**config.mk**
```make
export PLATFORM = sky130hd
export DESIGN_NAME = bus_master_ctl
export DESIGN_NICKNAME = d
export VERILOG_FILES = /design/src/rtl/bmc_pkg.sv /design/src/rtl/bmc_seq.sv /design/src/rtl/bmc_addr_gen.sv /design/src/rtl/bmc_resp.sv /design/src/rtl/bus_master_ctl.sv
export SDC_FILE = /design/constraint.sdc
export NUM_CORES = 1
export LEC_CHECK = 0
export ABC_AREA = 1
export BUFFER_PORTS_ARGS = -buffer_cell sky130_fd_sc_hd__buf_2
export CAP_MARGIN = 30
export CORE_AREA = 2 2 95 97
export DETAILED_ROUTE_END_ITERATION = 8
export DIE_AREA = 0 0 97 99
export GPL_TIMING_DRIVEN = 0
export PLACE_DENSITY = 0.84
export SLEW_MARGIN = 20
export SYNTH_ARGS = -nofsm -noshare
export SYNTH_HDL_FRONTEND = slang
export SYNTH_SLANG_ARGS = --single-unit
```
**constraint.sdc**
```tcl
create_clock -name clk -period 2.5 [get_ports clk]
set_clock_uncertainty 0.1 [all_clocks]
set_input_delay 0.125 -clock clk [delete_from_list [all_inputs] [get_ports clk]]
set_output_delay 0.125 -clock clk [all_outputs]
set_load 0.01 [all_outputs]
```
**src/rtl/bmc_pkg.sv**
```systemverilog
package bmc_pkg;
  typedef enum logic [1:0] {
    ST_IDLE = 2'd0,
    ST_ADDR = 2'd1,
    ST_DATA = 2'd2,
    ST_BOFF = 2'd3
  } bus_st_e;
endpackage

```
**src/rtl/bmc_seq.sv**
```systemverilog
module bmc_seq
  import bmc_pkg::*;
#(
  parameter int BEATS = 4,
  localparam int BW = $clog2(BEATS)
) (
  input  logic          clk,
  input  logic          rst_n,
  input  logic          req_fire,
  input  logic          burst_q,
  input  logic          boff_n,
  input  logic          rdy_n,
  input  logic          brdy_n,
  output bus_st_e       st,
  output logic [BW-1:0] beat,
  output logic          beat_done,
  output logic          last_beat
);
  logic pend;
  logic cyc_end;

  // last beat of the cycle as announced on the bus
  assign last_beat = !burst_q || (beat == BW'(BEATS - 1));
  // a ready only counts in a data phase while back-off is idle
  assign beat_done = (st == ST_DATA) && boff_n && (!rdy_n || !brdy_n);
  // single ready in a burst ends it early
  assign cyc_end   = beat_done && (last_beat || !rdy_n);

  always_ff @(posedge clk) begin
    if (!rst_n) begin
      st   <= ST_IDLE;
      beat <= '0;
      pend <= 1'b0;
    end else begin
      case (st)
        ST_IDLE: begin
          if (!boff_n) begin
            st   <= ST_BOFF;
            pend <= 1'b0;
          end else if (req_fire) begin
            st   <= ST_ADDR;
            beat <= '0;
          end
        end
        ST_ADDR: begin
          if (!boff_n) begin
            st   <= ST_BOFF;
            pend <= 1'b1;
          end else begin
            st <= ST_DATA;
          end
        end
        ST_DATA: begin
          if (!boff_n) begin
            st   <= ST_BOFF;
            pend <= 1'b1;
          end else if (cyc_end) begin
            st <= ST_IDLE;
          end else if (beat_done) begin
            beat <= beat + 1'b1;
          end
        end
        default: begin
          beat <= '0;
          if (boff_n) st <= pend ? ST_ADDR : ST_IDLE;
        end
      endcase
    end
  end
endmodule

```
**src/rtl/bmc_addr_gen.sv**
```systemverilog
module bmc_addr_gen #(
  parameter int AW         = 32,
  parameter int LB         = 2,
  parameter int BW         = 2,
  parameter int INTERLEAVE = 0,
  parameter int A20_BIT    = 20
) (
  input  logic [AW-1:LB] base,
  input  logic [BW-1:0]  beat,
  input  logic           a20_mask_n,
  output logic [AW-1:LB] addr
);
  logic [BW-1:0] sel;

  generate
    if (INTERLEAVE != 0) begin : g_xor
      assign sel = base[LB+BW-1:LB] ^ beat;
    end else begin : g_wrap
      assign sel = base[LB+BW-1:LB] + beat;
    end
  endgenerate

  always_comb begin
    addr = base;
    addr[LB+BW-1:LB] = sel;
    if (!a20_mask_n) addr[A20_BIT] = 1'b0;
  end
endmodule

```
**src/rtl/bmc_resp.sv**
```systemverilog
module bmc_resp #(
  parameter int DW = 32
) (
  input  logic          clk,
  input  logic          rst_n,
  input  logic          beat_done,
  input  logic          wr,
  input  logic [DW-1:0] din,
  output logic          resp_valid,
  output logic [DW-1:0] resp_data
);
  always_ff @(posedge clk) begin
    if (!rst_n) begin
      resp_valid <= 1'b0;
      resp_data  <= '0;
    end else begin
      resp_valid <= beat_done;
      resp_data  <= (beat_done && !wr) ? din : '0;
    end
  end
endmodule

```
**src/rtl/bus_master_ctl.sv**
```systemverilog
module bus_master_ctl
  import bmc_pkg::*;
#(
  parameter int AW         = 32,
  parameter int DW         = 32,
  parameter int BEATS      = 4,
  parameter int INTERLEAVE = 0,
  parameter int A20_BIT    = 20,
  localparam int LANES     = DW / 8,
  localparam int LB        = $clog2(LANES),
  localparam int BW        = $clog2(BEATS)
) (
  input  logic             clk,
  input  logic             rst_n,
  input  logic             req_valid,
  output logic             req_ready,
  input  logic             req_write,
  input  logic             req_burst,
  input  logic [AW-1:LB]   req_addr,
  input  logic [LANES-1:0] req_be,
  input  logic [DW-1:0]    req_wdata,
  output logic             resp_valid,
  output logic [DW-1:0]    resp_data,
  input  logic             a20_mask_n,
  output logic             bus_oe,
  output logic [AW-1:LB]   bus_addr,
  output logic [LANES-1:0] bus_be_n,
  output logic             bus_wr,
  output logic             ads_n,
  output logic             blast_n,
  output logic [DW-1:0]    bus_dout,
  input  logic [DW-1:0]    bus_din,
  input  logic             rdy_n,
  input  logic             brdy_n,
  input  logic             boff_n
);
  bus_st_e          st;
  logic [BW-1:0]    beat;
  logic             beat_done;
  logic             last_beat;
  logic             req_fire;
  logic             wr_q;
  logic             burst_q;
  logic [AW-1:LB]   addr_q;
  logic [LANES-1:0] be_q;
  logic [DW-1:0]    wdata_q;
  logic             active;

  assign req_ready = (st == ST_IDLE) && boff_n;
  assign req_fire  = req_valid && req_ready;

  // request capture; a write never becomes a burst
  always_ff @(posedge clk) begin
    if (!rst_n) begin
      wr_q    <= 1'b0;
      burst_q <= 1'b0;
      addr_q  <= '0;
      be_q    <= '0;
      wdata_q <= '0;
    end else if (req_fire) begin
      wr_q    <= req_write;
      burst_q <= req_burst && !req_write;
      addr_q  <= req_addr;
      be_q    <= req_be;
      wdata_q <= req_wdata;
    end
  end

  bmc_seq #(.BEATS(BEATS)) u_seq (
    .clk       (clk),
    .rst_n     (rst_n),
    .req_fire  (req_fire),
    .burst_q   (burst_q),
    .boff_n    (boff_n),
    .rdy_n     (rdy_n),
    .brdy_n    (brdy_n),
    .st        (st),
    .beat      (beat),
    .beat_done (beat_done),
    .last_beat (last_beat)
  );

  bmc_addr_gen #(
    .AW(AW), .LB(LB), .BW(BW), .INTERLEAVE(INTERLEAVE), .A20_BIT(A20_BIT)
  ) u_addr (
    .base       (addr_q),
    .beat       (beat),
    .a20_mask_n (a20_mask_n),
    .addr       (bus_addr)
  );

  bmc_resp #(.DW(DW)) u_resp (
    .clk        (clk),
    .rst_n      (rst_n),
    .beat_done  (beat_done),
    .wr         (wr_q),
    .din        (bus_din),
    .resp_valid (resp_valid),
    .resp_data  (resp_data)
  );

  assign active   = (st == ST_ADDR) || (st == ST_DATA);
  assign bus_oe   = (st != ST_BOFF);
  assign ads_n    = !(st == ST_ADDR);
  assign blast_n  = !(active && last_beat);
  assign bus_be_n = burst_q ? '0 : ~be_q;
  assign bus_wr   = wr_q;
  assign bus_dout = wdata_q;
endmodule

```
# After elaboration in Yosys (flattened, before gate mapping)
# Index checks and enable logic that the tools add are counted.
# W data, S select, Z words.
[op_classes]
addsub = 2
n_mul = 0
div = 0
magnitude_cmp = 0
n_eq_ne = 13
n_shift = 0
n_mux = 19
n_bitwise = 2
reduce_logical = 27
[op_table]
columns = ["cell", "count"]
rows = [
  ["$mux W2", 10],
  ["$ne A2 B2 Y1 const B", 7],
  ["$pmux W2 S3", 2],
  ["$logic_and A1 B1 Y1", 8],
  ["$logic_not A1 Y1", 7],
  ["$reduce_and A3 Y1", 2],
  ["$reduce_and A6 Y1", 1],
  ["$mux W1", 5],
  ["$eq A2 B2 Y1 const B", 2],
  ["$logic_or A1 B1 Y1", 4],
  ["$mux W4", 1],
  ["$not A4 Y4", 1],
  ["$reduce_bool A4 Y1", 1],
  ["$ne A3 B2 Y1 const B", 1],
  ["$ne A3 B3 Y1 const B", 1],
  ["$add A2 B1 Y2 const B", 1],
  ["$add A2 B2 Y2", 1],
  ["$eq A2 B1 Y1 const B", 1],
  ["$logic_not A2 Y1", 1],
  ["$ne A2 B1 Y1 const B", 1],
  ["$pmux W1 S2", 1],
  ["$reduce_and A2 Y1", 1],
  ["$reduce_bool A2 Y1", 1],
  ["$reduce_or A2 Y1", 1],
  ["$not A1 Y1", 1],
]
[word_totals]
reg_bits = 106
latch_bits = 0
ram_bits = 0
rom_bits = 0
inputBits = 107
out_inout_bits = 104
word_cells = 73
memories = 0

# Longest topological paths before layout
# Gate-level depths: netlist of the first run.
[depth]
depth_word = 7
depth_mapped = 10

# By module
# From an unflattened synthesis of the first run, not the netlist that was laid out.
[hier_totals]
hier_cells = 669
area_unflattened_um2 = 4629.4
[modules_own_cells]
columns = ["mod", "instances", "cells_per_inst", "area_each_um2"]
rows = [
  ["bus_master_ctl", 1, 449, 2900.3],
  ["bmc_resp", 1, 104, 1031.0],
  ["bmc_seq", 1, 77, 440.4],
  ["bmc_addr_gen", 1, 39, 257.7],
]

# Least setup slack after synthesis of the first run
# OpenSTA, ideal clock, no wires.
[synth_timing]
path_type = "flip-flop to flip-flop"
startpoint = "register u_seq.st[0]"
endpoint = "register addr_q[6] (netlist bit)"
setup_time_ns = 0.071
arrival_time_ns = 1.424
setup_slack_ns = 0.905
stages_incl_launch_ff = 10
n_path_buf = 2
period_less_slack_ns = 1.595
path_cell_list = "dfxtp_1 > inv_1 > ha_1 > nand2_2 > inv_2 > nand2_4 > buf_4 > buf_2 > nand2_1 > a21oi_2"
[synth_between]
elab_chain_cells = 3
[synth_lines]
columns = ["item", "line", "text"]
rows = [
  ["start: declaration", "bmc_seq.sv:14", "output bus_st_e st,"],
  ["start signal: assignment", "bmc_seq.sv:65", "if (boff_n) st <= pend ? ST_ADDR : ST_IDLE;"],
  ["$logic_not A2 Y1", "bus_master_ctl.sv:49", "assign req_ready = (st == ST_IDLE) && boff_n;"],
  ["$logic_and A1 B1 Y1", "bus_master_ctl.sv:49", ""],
  ["via req_ready", "bus_master_ctl.sv:16", "output logic req_ready,"],
  ["$logic_and A1 B1 Y1", "bus_master_ctl.sv:50", "assign req_fire = req_valid && req_ready;"],
  ["end signal: assignment", "bus_master_ctl.sv:63", "addr_q <= req_addr;"],
  ["end: declaration", "bus_master_ctl.sv:44", "logic [AW-1:LB] addr_q;"],
]
# The timed path passes the listed nets, and every way through them passes these cells.
# A chain may end at the register's enable or synchronous reset.

# Worst setup path in the final report of the first run
[layout_timing]
startpoint = "register u_seq.st[0]"
endpoint = "register burst_q"
[layout_between]
elab_chain_cells = 3
[layout_lines]
columns = ["item", "line", "text"]
rows = [
  ["$logic_not A2 Y1", "bus_master_ctl.sv:49", ""],
  ["$logic_and A1 B1 Y1", "bus_master_ctl.sv:49", ""],
  ["$logic_and A1 B1 Y1", "bus_master_ctl.sv:50", ""],
  ["end signal: assignment", "bus_master_ctl.sv:62", "burst_q <= req_burst && !req_write;"],
  ["end: declaration", "bus_master_ctl.sv:43", "logic burst_q;"],
]
# No other way between the ends.

==> results of run 1 <==
## per-layer routing
| metal | vias up | wire, um | track usage [%] |
|---|---|---|---|
| met1 | 2132 | 5470 | 30.7 |
| met4 | 0 | 501 | 13.0 |
| li1 | 2170 | - | - |
| met5 | - | 0 | 0 |
| met3 | 51 | 942 | 7.66 |
| met2 | 208 | 7430 | 54.5 |
## placed cells by master, fill, tap and decap left out
cell,instances
nand4_1,1
buf_6,6
clkbuf_8,10
clkinvlp_4,1
clkinv_4,2
nor2_1,50
a21oi_2,20
dfxtp_1,106
nand3_1,6
nand2_4,1
buf_8,2
xor2_1,1
clkbuf_1,11
buf_4,29
a311oi_1,1
nor2_2,1
inv_6,2
dlygate4sd3_1,103
bufinv_16,1
inv_2,3
inv_1,49
nand2_2,22
o21ai_0,2
ha_1,7
xnor2_1,1
a211oi_1,1
a21oi_1,51
nand2_1,132
buf_2,213
## worst reg2reg max path: stages, from the launching register on
cell	delay, ps
dfxtp_1	460
inv_1	100
ha_1	230
nand2_2	100
inv_2	60
nand2_4	110
buf_4	200
nor2_1	70
nand2_1	60
dlygate4sd3_1	550
a21oi_1	60
## through the flow
step	power, mW	setup slack, ps
floorplan	2.81	905
global placement	3.20	665
detailed placement	3.26	586
CTS	4.47	295
global route	4.74	175
finish	4.51	268
## cells by family after synthesis
kind of cell,count (synthesis),share of synthesized area (%)
fa+ha+maj,7,2.12
flops,106,51.4
compound gates,75,11.1
buf+inv,103,13.7
xor+xnor,2,0.425
simple gates,213,21.2
## path summary, 6_finish.rpt
path	from	end	slack [ps]	cells past startpoint
worst max-delay path	u_seq.st[0]$_SDFFE_PN0P_	burst_q$_SDFFE_PN0P_	270	10
worst min-delay path	boff_n	u_seq.pend$_SDFFE_PN0P_	20	3
worst max register to register	u_seq.st[0]$_SDFFE_PN0P_	burst_q$_SDFFE_PN0P_	270	10
worst min register to register	bus_dout[10]$_SDFFE_PN0P_	bus_dout[10]$_SDFFE_PN0P_	370	2
## cell type report
| type | count | area share, % |
|---|---|---|
| Buffer | 51 | 5.67 |
| Clock buffer | 10 | 2.10 |
| Clock inverter | 6 | 1.11 |
| Inverter | 52 | 2.98 |
| Multi-Input combinational cell | 297 | 21.9 |
| Sequential cell | 106 | 32.4 |
| Tap cell | 108 | 2.06 |
| Timing Repair Buffer | 313 | 31.8 |
## power by group through the flow
stage	logic (mW)	registers [mW]	clock network, mW
6_report	1.42	1.98	1.12
5_1_grt	1.56	1.99	1.19
4_1_cts	1.38	1.97	1.13
3_5_place_dp	1.25	2.01	0
3_3_place_gp	1.20	2.00	0
2_1_floorplan	0.781	2.03	0
## sequential cells by signal, summed over array words and instances, names as in the netlist
signal and flops:
be_q 4, u_resp.resp_valid 1, bus_wr 1, bus_dout 32
u_seq.beat 2, burst_q 1, u_seq.pend 1, u_seq.st 2
u_resp.resp_data 32, addr_q 30
## repair_timing
action / in CTS / in global routing
resized for setup: 0 / 0
hold endpoints to repair: 105 / 0
buffers inserted: 0 / 0
hold buffers: 103 / 0
==> results.sh, run 1 <==
export IMPL_rows=34
export IMPL_synthArstFlopShare_pct=0
export IMPL_drv_slew=0
export IMPL_antenna_left=0
export IMPL_clkPwrFrac_pct=24.8
export IMPL_nets=944
export IMPL_syn_area_sq_um=4130
export IMPL_drt_vias_per_instance=4.84
export IMPL_swShare_pct=33.5
export IMPL_antenna_cells=0
export IMPL_crit_chain="inv_1, ha_1, nand2_2, inv_2, nand2_4, buf_4, nor2_1, nand2_1, dlygate4sd3_1, a21oi_1"
export IMPL_wl_um=14300
export IMPL_path_class="reg -> reg"
export IMPL_min_path_type="in -> reg"
export IMPL_postSynthCellCount=506
export IMPL_cts_tree="built"
export IMPL_post_place_cells=824
export IMPL_dp_hpwl_um=8210
export IMPL_synth_main_ff_cell="dfxtp_1"
export IMPL_cts_path_max_buffers=2
export IMPL_final_hold_violation_count=0
export IMPL_max_freq_mhz=448
export IMPL_maxCapViolCount=0
export IMPL_synth_edf_count=0
export IMPL_cp_max_fo=10
export IMPL_tightestPinTransition_ps=709
export IMPL_min_period_ps=2230
export IMPL_placed_area_sq_um=5310
export IMPL_wl_per_cell_um=15.2
export IMPL_ios=211
export IMPL_crit_arrival_ps=2360
export IMPL_yosys_top_cells_count="132 x nand2_1, 106 x dfxtp_1, 51 x a21oi_1, 50 x nor2_1, 49 x inv_1"
export IMPL_grt_pass1_wl_um=22600
export IMPL_initial_core_util_pct=48.2
export IMPL_cts_root_buf="clkbuf_8"
export IMPL_intPower_mw=3.00
export IMPL_status="finished, final reports clean"
export IMPL_ys_top_cells_by_area="dfxtp_1 51%, nand2_1 12%, a21oi_1 6.2%"
export IMPL_max_stage_delay_ps=550
export IMPL_path_delay_family="buffers and inverters"
export IMPL_clk_pin_slew_ps=100
export IMPL_slew_headroom_pct=52.7
export IMPL_clock_latency_ps=370
export IMPL_setup_viol=0
export IMPL_p_leak_nw=3.28
export IMPL_end_kind="flip-flop"
export IMPL_first_global_vias=4686
export IMPL_finalCritPeriodShare_pct=89.3
export IMPL_avgSynthCellArea_sq_um=8.15
export IMPL_die_area_sq_um=9600
export IMPL_routabilityCongestion=0.825
export IMPL_whs_ps=23.8
export IMPL_filler_cell_count=531
export IMPL_cp_slowest_cell="dlygate4sd3_1"
export IMPL_final_area_sq_um=6550
export IMPL_ir_drop_mv=0.382
export IMPL_seqCellArea_sq_um=2120
export IMPL_power_density_nw_per_um2=688
export IMPL_vias=4561
export IMPL_p_switching_mw=1.51
export IMPL_antenna_found_initial=0
export IMPL_multi_input_area_sq_um=1440
export IMPL_synth_top_cell_by_area="dfxtp_1"
export IMPL_ys_ff_latch=106
export IMPL_drive_gt1_share_pct=37.5
export IMPL_critPathRequiredTime_ps=2630
export IMPL_drc=0
export IMPL_numCtsBuffers=9
export IMPL_die_height_um=99
export IMPL_htree_levels=3
export IMPL_io_buffers=210
export IMPL_yosysWarnings=0
export IMPL_seq_area_frac_synth_pct=51.4
export IMPL_clock_sinks=106
export IMPL_core_sq_um=8550
export IMPL_worst_path_buf_inv=4
export IMPL_rsz0062_at_grt="false"
export IMPL_drt_first_pass_iters=4
export IMPL_setup_tns_ps=0
export IMPL_cp_start_kind="flip-flop"
export IMPL_drt_iter0_markers=146
export IMPL_track_usage_pct=29.2
export IMPL_die_w_um=97
export IMPL_power_frac_comb_pct=31.4
export IMPL_final_util_pct=76.6
export IMPL_grt_ovfl_total=0
export IMPL_fin_cells=943
export IMPL_grt_max_degree=19
export IMPL_p_seq_share_pct=43.8
export IMPL_syn_nets=620
export IMPL_yosysUniqueCellTypes=23
export IMPL_area_growth_pct=58.8
export IMPL_yosysTopAreaCellShare_pct=51.4
export IMPL_yosysMostFrequentCell="nand2_1"
No activity file was read; power rests on OpenSTA's default activity.
==> run 2, diff against run 1 <==
Settings changed: CORE_AREA 2 2 95 97 to 2 2 99 101, DIE_AREA 0 0 97 99 to 0 0 101 103, PLACE_DENSITY 0.84 to 0.78.
Clock period 2.5 ns to 2.3 ns, I/O delays scaled along.
==> run 2 against run 1 <==
First-iteration DRC count rose by 9.6%. Final area increased by 1.4%. Total power is 16% higher. Global-route usage decreased by 4.3 points. Clock power up 40%. Sequential share of layout area is 0.40 points lower.
==> results.sh, run 2 (synthesized netlist as in run 1, its figures left out) <==
export IMPL_die_w_um=101
export IMPL_cts_root_buf="clkbuf_8"
export IMPL_critPathRequiredTime_ps=2440
export IMPL_ios=211
export IMPL_setup_viol=0
export IMPL_antenna_left=0
export IMPL_die_height_um=103
export IMPL_cts_setup_buffers=0
export IMPL_clock_sinks=106
export IMPL_path_class="reg -> reg"
export IMPL_routabilityCongestion=0.856
export IMPL_finalCritPeriodShare_pct=93.1
export IMPL_core_sq_um=9460
export IMPL_rows=36
export IMPL_min_period_ps=2140
export IMPL_layout_commonest_cell="buf_2"
export IMPL_die_area_sq_um=10400
export IMPL_maxCapViolCount=0
export IMPL_drt_vias_per_instance=4.69
export IMPL_cts_path_max_buffers=2
export IMPL_drc=0
export IMPL_track_usage_pct=24.9
export IMPL_first_global_vias=4324
export IMPL_drt_first_pass_iters=7
export IMPL_final_hold_violation_count=0
export IMPL_grt_ovfl_total=0
export IMPL_end_kind="flip-flop"
export IMPL_htree_levels=3
export IMPL_antenna_cells=0
export IMPL_final_area_sq_um=6640
export IMPL_area_growth_pct=61.0
export IMPL_max_freq_mhz=467
export IMPL_setup_tns_ps=0
export IMPL_tightestPinTransition_ps=718
export IMPL_slew_headroom_pct=52.1
export IMPL_crit_arrival_ps=2280
export IMPL_io_buffers=210
export IMPL_power_density_nw_per_um2=790
export IMPL_final_cell_mix="213 x buf_2, 132 x nand2_1, 104 x dfxtp_1, 103 x dlygate4sd3_1, 51 x a21oi_1"
export IMPL_busiest_layer="met2"
export IMPL_vias=4446
export IMPL_wl_um=13700
export IMPL_p_leak_nw=3.32
export IMPL_grt_pass1_wl_um=20300
export IMPL_drv_slew=0
export IMPL_clk_pin_slew_ps=100
export IMPL_grt_max_degree=17
export IMPL_layout_setup_ws_ps=160
export IMPL_drt_iter0_markers=160
export IMPL_crit_chain="inv_1, ha_1, nand2_2, inv_2, nand2_4, buf_4, nor2_2, nand2_1, dlygate4sd3_1, a21oi_1"
export IMPL_cp_max_fo=10
export IMPL_max_stage_delay_ps=560
export IMPL_nets=944
export IMPL_cts_tree="built"
export IMPL_antenna_found_initial=0
export IMPL_numCtsBuffers=9
export IMPL_cp_start_kind="flip-flop"
export IMPL_clock_latency_ps=360
export IMPL_dp_hpwl_um=8020
export IMPL_grt_use_met2_pct=46.7
export IMPL_final_util_pct=70.2
export IMPL_drive_gt1_share_pct=37.8
export IMPL_ir_drop_mv=0.379
export IMPL_status="finished, final reports clean"
export IMPL_initial_core_util_pct=43.6
export IMPL_wl_per_cell_um=14.4
export IMPL_placed_area_sq_um=5320
export IMPL_met3_usage_pct=6.44
export IMPL_min_path_type="in -> reg"
export IMPL_cp_slowest_cell="dlygate4sd3_1"
export IMPL_pre_cts_ws_ps=389
export IMPL_gr_usage_met1_pct=25.7
export IMPL_rsz0062_at_grt="false"
run 2: changes by cell type in the layout (fill, tap and decap cells not counted):
cell        before  now
clkinvlp_4       1    0
clkinv_4         2    0
bufinv_16        1    5
dfxtp_2          0    2
nor2_1          50   49
nor2_2           1    2
inv_6            2    0
dfxtp_1        106  104
run 2: final timing paths:
path                                 start                            to  slack [ps]  cells past startpoint
setup / recovery  u_seq.st[0]$_SDFFE_PN0P_          burst_q$_SDFFE_PN0P_         160                     10
hold / removal                      brdy_n  u_resp.resp_valid$_SDFF_PN0_          20                      4
setup reg to reg  u_seq.st[0]$_SDFFE_PN0P_          burst_q$_SDFFE_PN0P_         160                     10
hold reg to reg    addr_q[18]$_SDFFE_PN0P_       addr_q[18]$_SDFFE_PN0P_         370                      2
run 2: routing by layer:
metal / up-vias / part of all wire [%]
li1: 2168 / -
met2: 202 / 51
met5: - / 0
met1: 2035 / 38
met4: 0 / 3.3
met3: 41 / 7.6
run 2: power breakdown:
group | switching, mW | total, mW | internal, mW
Combinational | 0.837 | 1.53 | 0.689
Clock | 0.604 | 1.57 | 0.966
Sequential | 0.120 | 2.15 | 2.03
run 2: worst max-delay path: cells and delay by family, from the launching register on:
| kind | cells | cell delay (ps) |
|---|---|---|
| flops | 1 | 400 |
| buf+inv | 4 | 910 |
| simple gates | 4 | 330 |
| fa+ha+maj | 1 | 230 |
| compound gates | 1 | 60 |
run 2: timing repair:
item | 4_1_cts | 5_1_grt
hold buffers | 103 | 0
hold endpoints to repair | 105 | 0
gates resized for setup | 0 | 3
setup endpoints to repair | 0 | 1
run 2: area by class of cell:
class                           count  area [sq um]
Fill cell                         675          2820
Sequential cell                   106          2120
Timing Repair Buffer              313          2080
Multi-Input combinational cell    297          1440
Buffer                             51           372
Inverter                           52           195
Clock inverter                      5           150
Tap cell                          114           143
Clock buffer                       10           138
run 2: through the flow:
step	instances	power (mW)	hold slack (ps)
after floorplan	506	3.05	127
after global placement	830	3.49	234
after detailed placement	830	3.53	236
after CTS	948	5.24	2.59
after global routing	948	5.52	35.7
final	948	5.25	23.8
==> run 3, diff against run 2 <==
Settings changed: BUFFER_PORTS_ARGS -buffer_cell sky130_fd_sc_hd__buf_2 to not set, CELL_PAD_IN_SITES_DETAIL_PLACEMENT set to 0, CELL_PAD_IN_SITES_GLOBAL_PLACEMENT set to 1, CORE_AREA 2 2 99 101 to 2 2 101 103, DIE_AREA 0 0 101 103 to 0 0 103 105, DONT_BUFFER_PORTS set to 1, PLACE_DENSITY 0.78 to not set, PLACE_DENSITY_LB_ADDON set to 0.1.
==> run 3 against run 2 <==
Global-route usage decreased by 5.2 points. Critical endpoint unchanged. Die area rose by 4.0%. Worst hold slack better by 10 ps. Utilization is 13 points lower. Largest power group unchanged. Via count down 22%. Total power fell by 14%. Critical path depth unchanged. Highest routed layer unchanged. Sequential power up 3%. Maximum frequency down 1.9%. First-iteration DRC count shrank 16%. Final cell count decreased by 20%.
==> results.sh, run 3 (synthesized netlist as in run 1, its figures left out) <==
export IMPL_final_util_pct=57.5
export IMPL_first_global_vias=3386
export IMPL_drv_slew=0
export IMPL_final_hold_violation_count=0
export IMPL_max_stage_delay_ps=550
export IMPL_cts_path_max_buffers=2
export IMPL_filler_cell_count=938
export IMPL_core_sq_um=9640
export IMPL_power_mw=4.49
export IMPL_rows=36
export IMPL_wl_um=10500
export IMPL_drc=0
export IMPL_layout_commonest_cell="nand2_1"
export IMPL_cts_root_buf="clkbuf_8"
export IMPL_multi_input_area_sq_um=1440
export IMPL_grt_ovfl_total=0
export IMPL_crit_chain="inv_1, ha_1, nand2_2, inv_2, nand2_4, buf_4, nor2_1, nand2_1, dlygate4sd3_1, a21oi_1"
export IMPL_die_w_um=103
export IMPL_numCtsBuffers=9
export IMPL_initial_core_util_pct=42.8
export IMPL_htree_levels=3
export IMPL_routabilityCongestion=0.783
export IMPL_critPathRequiredTime_ps=2500
export IMPL_max_freq_mhz=458
export IMPL_seqCellArea_sq_um=2120
export IMPL_slew_headroom_pct=50.7
export IMPL_cts_setup_buffers=0
export IMPL_drt_vias_per_instance=4.53
export IMPL_rsz0062_at_grt="false"
export IMPL_end_kind="flip-flop"
export IMPL_cp_start_kind="flip-flop"
export IMPL_path_class="reg -> reg"
export IMPL_finalCritPeriodShare_pct=94.9
export IMPL_worst_path_buf_inv=4
export IMPL_setup_viol=0
export IMPL_vias=3446
export IMPL_grt_max_degree=20
export IMPL_clock_sinks=106
export IMPL_wl_per_cell_um=13.9
export IMPL_tightestPinTransition_ps=740
export IMPL_power_density_nw_per_um2=810
export IMPL_drive_gt1_share_pct=16.4
export IMPL_grt_pass1_wl_um=16500
export IMPL_die_height_um=105
export IMPL_ir_drop_mv=0.388
export IMPL_antenna_cells=0
export IMPL_clk_pin_slew_ps=100
export IMPL_die_area_sq_um=10800
export IMPL_status="finished, final reports clean"
export IMPL_setup_tns_ps=0
export IMPL_cts_tree="built"
export IMPL_io_buffers=0
export IMPL_drt_iter0_markers=134
export IMPL_dp_hpwl_um=7240
export IMPL_clock_latency_ps=370
export IMPL_cp_max_fo=10
export IMPL_track_usage_pct=19.6
export IMPL_min_period_ps=2180
export IMPL_drt_first_pass_iters=4
export IMPL_maxCapViolCount=0
export IMPL_path_delay_family="buffers and inverters"
export IMPL_min_path_type="in -> reg"
export IMPL_final_cell_mix="132 x nand2_1, 106 x dlygate4sd3_1, 105 x dfxtp_1, 51 x a21oi_1, 50 x nor2_1"
export IMPL_p_leak_nw=2.32
export IMPL_area_growth_pct=34.3
export IMPL_nets=737
export IMPL_crit_arrival_ps=2390
export IMPL_antenna_left=0
export IMPL_antenna_found_initial=0
export IMPL_cp_slowest_cell="dlygate4sd3_1"
export IMPL_whs_ps=34.2
export IMPL_ios=211
[run 3: changes by cell type in the layout (fill, tap and decap cells not counted), moves of 3 or more]
cell | before | now
buf_2 | 213 | 3
bufinv_16 | 5 | 0
dlygate4sd3_1 | 103 | 106
inv_8 | 0 | 3
[run 3: area by class of cell]
class                   count  share of cell area (%)
well taps                 133                    3.00
clock inverters             6                    1.06
flip-flops and latches    106                    38.3
plain buffers              51                    6.71
multi-input cells         297                    25.9
inverters                  52                    3.52
repair buffers            106                    19.2
clock buffers              10                    2.30
[run 3: through the flow]
stage,instances,setup WS (ps),cell area [sq um]
global placement,639,394,4290
detailed placement,639,350,4290
floorplan,506,705,4130
CTS,761,75.6,5540
finish,761,117,5540
global route,761,10.0,5540
[run 3: power by group]
part | leakage [nW] | total (mW) | switching (mW) | internal (mW)
clock network | 0.0928 | 1.10 | 0.681 | 0.423
logic | 1.37 | 1.18 | 0.667 | 0.509
registers | 0.861 | 2.21 | 0.180 | 2.03
[run 3: repair_timing]
| item | 4_1_cts | 5_1_grt |
|---|---|---|
| endpoints found under the hold margin | 106 | 0 |
| endpoints found under the setup margin | 0 | 2 |
| gates resized for setup | 0 | 1 |
| hold buffers | 106 | 0 |
[run 3: routing by layer]
layer	routed length, um	GRT usage, %	vias up
met3	852	7.22	16
li1	-	-	1750
met4	180	7.42	0
met5	0	0	-
met2	5170	31.9	121
met1	4340	23.4	1559
[run 3: worst min-delay path, delay by kind of cell]
| family | cells | cell delay [ps] |
|---|---|---|
| compound gates | 1 | 100 |
| simple gates | 4 | 260 |
[run 3: path summary, 6_finish.rpt]
path,from,endpoint,slack [ps],depth (start not counted)
worst max register to register,u_seq.st[1]$_SDFFE_PN0P_,burst_q$_SDFFE_PN0P_,120,10
worst min-delay path,boff_n,u_seq.beat[0]$_SDFFE_PN0P_,30,5
worst min register to register,addr_q[21]$_SDFFE_PN0P_,addr_q[21]$_SDFFE_PN0P_,370,2
worst max-delay path,u_seq.st[1]$_SDFFE_PN0P_,burst_q$_SDFFE_PN0P_,120,10
